$ cat config.mk
export PLATFORM = sky130hd
export DESIGN_NAME = mdix_hunter
export DESIGN_NICKNAME = d
export VERILOG_FILES = /design/src/rtl/mdix_hunter.sv
export SDC_FILE = /design/constraint.sdc
export NUM_CORES = 1
export LEC_CHECK = 0
export ABC_AREA = 0
export CAP_MARGIN = 20
export CORE_ASPECT_RATIO = 0.7
export CORE_MARGIN = 3
export CORE_UTILIZATION = 44
export CTS_CLUSTER_DIAMETER = 30
export DETAILED_ROUTE_END_ITERATION = 6
export PLACE_DENSITY_LB_ADDON = 0.05
export SYNTH_ARGS = -nofsm -noshare
export SYNTH_HDL_FRONTEND = slang
export SYNTH_SLANG_ARGS = --single-unit
$ cat constraint.sdc
create_clock -name clk -period 1.86 [get_ports clk]
set_input_delay 0.372 -clock clk [delete_from_list [all_inputs] [get_ports clk]]
set_output_delay 0.372 -clock clk [all_outputs]
set_load 0.02 [all_outputs]
$ cat src/rtl/mdix_hunter.sv
module mdix_hunter #(
  parameter int PHY_ADDR    = 6,
  parameter int SIG_REG     = 17,
  parameter int LINK_REG    = 1,
  parameter int SIG_BIT     = 1,
  parameter int LINK_BIT    = 2,
  parameter int SIG_POLLS   = 99,
  parameter int LINK_POLLS  = 99,
  parameter int WAIT_CYCLES = 15_000_000
) (
  input  logic        clk,
  input  logic        rst_n,
  input  logic        start,
  output logic [31:0] acc_cmd,
  output logic        acc_issue,
  input  logic [31:0] acc_stat,
  output logic        xover_sel,
  output logic        done,
  output logic        fail,
  output logic        mode_mdix
);

  localparam int MAXP = (SIG_POLLS > LINK_POLLS) ? SIG_POLLS : LINK_POLLS;
  localparam int PW   = $clog2(MAXP + 1);
  localparam int DW   = $clog2(WAIT_CYCLES + 1);
  localparam logic [4:0] PA  = 5'(PHY_ADDR);
  localparam logic [4:0] SRA = 5'(SIG_REG);
  localparam logic [4:0] LRA = 5'(LINK_REG);

  typedef enum logic [2:0] {IDLE, SIG_REQ, SIG_WAIT, LNK_DLY, LNK_REQ, LNK_WAIT} state_t;

  state_t          st;
  logic [PW-1:0]   polls;
  logic [DW-1:0]   dly;
  logic            free;
  logic            unused_stat;

  assign free        = !acc_stat[31];
  assign unused_stat = ^acc_stat[30:0];
  assign acc_issue   = (st == SIG_REQ) || (st == LNK_REQ);
  assign acc_cmd     = {2'b10, 4'b0000, PA, (st == LNK_REQ) ? LRA : SRA, 16'h0000};

  always_ff @(posedge clk or negedge rst_n) begin
    if (!rst_n) begin
      st        <= IDLE;
      polls     <= '0;
      dly       <= '0;
      xover_sel <= 1'b0;
      done      <= 1'b0;
      fail      <= 1'b0;
      mode_mdix <= 1'b0;
    end else if (start) begin
      st    <= SIG_REQ;
      polls <= '0;
      done  <= 1'b0;
      fail  <= 1'b0;
    end else begin
      case (st)
        SIG_REQ: begin
          polls <= polls + 1'b1;
          st    <= SIG_WAIT;
        end
        SIG_WAIT: if (free) begin
          if (acc_stat[SIG_BIT]) begin
            xover_sel <= 1'b0;
            polls     <= '0;
            dly       <= '0;
            st        <= LNK_DLY;
          end else if (polls == PW'(SIG_POLLS)) begin
            fail <= 1'b1;
            st   <= IDLE;
          end else begin
            st <= SIG_REQ;
          end
        end
        LNK_DLY: begin
          if (dly == DW'(WAIT_CYCLES - 1)) st <= LNK_REQ;
          else                              dly <= dly + 1'b1;
        end
        LNK_REQ: begin
          polls <= polls + 1'b1;
          st    <= LNK_WAIT;
        end
        LNK_WAIT: if (free) begin
          if (acc_stat[LINK_BIT]) begin
            done      <= 1'b1;
            mode_mdix <= xover_sel;
            st        <= IDLE;
          end else begin
            xover_sel <= !xover_sel;
            if (polls == PW'(LINK_POLLS)) begin
              fail <= 1'b1;
              st   <= IDLE;
            end else begin
              dly <= '0;
              st  <= LNK_DLY;
            end
          end
        end
        default: st <= IDLE;
      endcase
    end
  end

endmodule

==> results.toml <==
[routing]
first_pass_iters = 6
ant_nets = 0
vias_per_cell = 5.59
wire_per_inst_um = 16.1
vias = 2463
wirelength_um = 7090
drt-initial-drc-count = 216
drc = 0

[synth]
synth.most_common_cell = "dfrtp_1"
synth_flop_cell = "dfrtp_1"
synth_top_area_share_pct = 36.9
synth-edff-count = 0
synth_top_area_cell = "dfrtp_1"
synth-async-reset-ratio_pct = 100
synth-seq-cells = 38
yosysSeqAreaShare_pct = 36.9
syn_area_mm2 = 0.00258
syn_inst = 294
synth_area_leaders = "dfrtp_1 37%, buf_4 9.0%, o22a_1 6.1%, nand2_1 4.5%, nor3_1 3.7%"
syn_area_per_cell_um2 = 8.78
synth_commonest_cells = "38 x dfrtp_1, 31 x buf_4, 31 x nand2_1, 19 x nor3_1, 18 x o22a_1"
ys_types = 58
synth-warning-count = 0

[sta]
relSlewSlack_pct = 59.5
tightestPinTransition_ps = 607
hold_viol_final = 0
finalMaxSlewViolations = 0
finalCriticalPeriod_ps = 1900
fmax_mhz = 527
finalCritPeriodShare_pct = 102
setup_viol = 5
fin_worst_skew_ps = 3.25
final.setup.tns_ps = -84.5
rsz0062_at_grt = "true"
final.setup.worst_slack_ps = -37.5

[pwr]
power_mw = 2.45
p_leak_nw = 1.48
power_density_mw_per_mm2 = 719
ir_worst_vdd_mv = 0.458

[clocking]
clockRootBuffer = "clkbuf_8"
clk_pin_slew_ps = 80
htree_levels = 2
cts_sinks = 38
clock_latency_ps = 300
clock_path_buffers = 2
numCtsBuffers = 5
tritoncts = "done"

[run_status]
status = "finished, violations left"
violations = "negative setup slack"

[final_layout]
drive_gt1_share_pct = 32.5
nNetsFinal = 405
fillers = 465
multiInputGateArea_mm2 = 0.00160
area_growth_pct = 32.3
ff_latch_area_um2 = 955
fin_area_mm2 = 0.00341
antennaDiodeCount = 0

[die]
start_util_pct = 47.3
rows = 22
die_area_mm2 = 0.00683
die_w_um = 97.5
pin_count = 72
die_y_um = 70.1
coreArea_mm2 = 0.00545

[worst_setup_path]
max_stage_delay_ps = 480
crit_slowest_cell = "dfrtp_1"
path_class = "reg2reg"
cp_max_fo = 5
crit_chain = "nand2_1, or3_1, or4_4, a21bo_1, o22a_1"
worstPathRequired_ps = 2050
critPathLaunchType = "flip-flop"
worstPathArrival_ps = 2090
worstSetupEndpointType = "flip-flop"

[grt]
grt_pass1_vias = 2186
grt_pass1_wl_um = 11200
grt.total_usage_pct = 20.0
grt_start_max_net_pins = 22
antenna_found_initial = 0
grt-ovfl-total = 0

[placement]
place_area_mm2 = 0.00306
port_buffers = 11
place.gp.congestion = 0.844
pre_cts_ws_ps = -273
dpl.hpwl_um = 4770

[job]
max-cap-violations = 0

[worst_hold_path]
min_path_type = "in2async"
==> cells by family after synthesis <==
kind of cell	Yosys count	synth area share [%]
adders and majority gates	2	0.970
muxes	2	0.824
AOI/OAI and AO/OA	65	19.2
xor gates and xnor gates	5	1.70
buffers and inverters	50	13.0
DFF	38	36.9
other	2	0.291
and+or+nand+nor	130	27.2
==> cell type report <==
class	instances	share of cell area, %
clock buffers	5	2.02
clock inverters	3	1.32
inverters	8	0.880
multi-input cells	238	46.8
flip-flops and latches	38	28.0
well taps	72	2.64
repair buffers	77	18.4
==> what timing repair did <==
item                                    in CTS  in global routing
setup buffers                                2                  2
cloned                                       2                  2
pin swaps                                    6                 17
resized for setup                           21                 27
endpoints found under the setup margin      28                 29
hold buffers                                 0                  0
==> path summary, 6_finish.rpt <==
check                             from       to  slack [ps]  cells after the start
worst min register to register    fail     fail         510                      2
worst max-delay path            dly[9]  dly[19]         -40                      5
worst max register to register  dly[9]  dly[19]         -40                      5
max in group asynchronous        rst_n   dly[7]        1360                      2
worst min-delay path             rst_n    st[1]          20                      1
min in group clk                  fail     fail         510                      2
==> worst max-delay path, delay by kind of cell, from the launching register on <==
kind            cells  cell delay, ps
flops               1             480
compound gates      2             360
simple gates        3             950
==> stage by stage <==
stage	util, %	cells	hold WS, ps
floorplan	-	323	76.4
global placement	56.2	425	346
detailed placement	56.2	425	351
CTS	60.0	437	29.3
global route	62.6	441	41.1
finish	62.6	441	18.0
==> cells in the final DEF (no fill, tap or decap), types with 3 or more instances in the layout <==
cell type        synthesis  final
a21bo_2                  5      5
a21o_4                   0      4
a21oi_1                  5      5
and3_1                   3      3
and4_1                   3      3
buf_4                   31     61
buf_6                    0      3
clkbuf_8                 3      5
clkdlybuf4s50_1          0      8
conb_1                   2     31
dfrtp_1                 38     35
dfrtp_2                  0      3
inv_1                    8      8
nand2_1                 31     28
nand2_2                  0      3
nand3_1                 12     11
nand4_1                 12     12
nor2_1                  17     17
nor3_1                  19     17
nor3b_1                  4      4
nor4_1                   5      4
o21ai_0                 15     14
o22a_1                  18     18
o31a_1                   3      3
xnor2_1                  4      4
==> metal layers <==
metal  global-route usage, %  share of wire, %  wire length [um]
met5                       0                 0                 0
met4                    3.07              0.83                59
met2                    26.7                40              2840
met1                    32.9                52              3690
met3                    3.99               7.0               498
==> power by group <==
part	internal, mW	switching, mW	leakage (nW)
clock	0.399	0.334	0.0504
sequential	0.897	0.0793	0.513
combinational	0.343	0.403	0.914
total	1.64	0.816	1.48
==> flip-flops by register name, indices dropped and copies added, names as in the netlist <==
| name | cells |
|---|---|
| done | 1 |
| polls | 7 |
| xover_sel | 1 |
| mode_mdix | 1 |
| dly | 24 |
| st | 3 |
| fail | 1 |
Power figures use the tool's default switching activity.
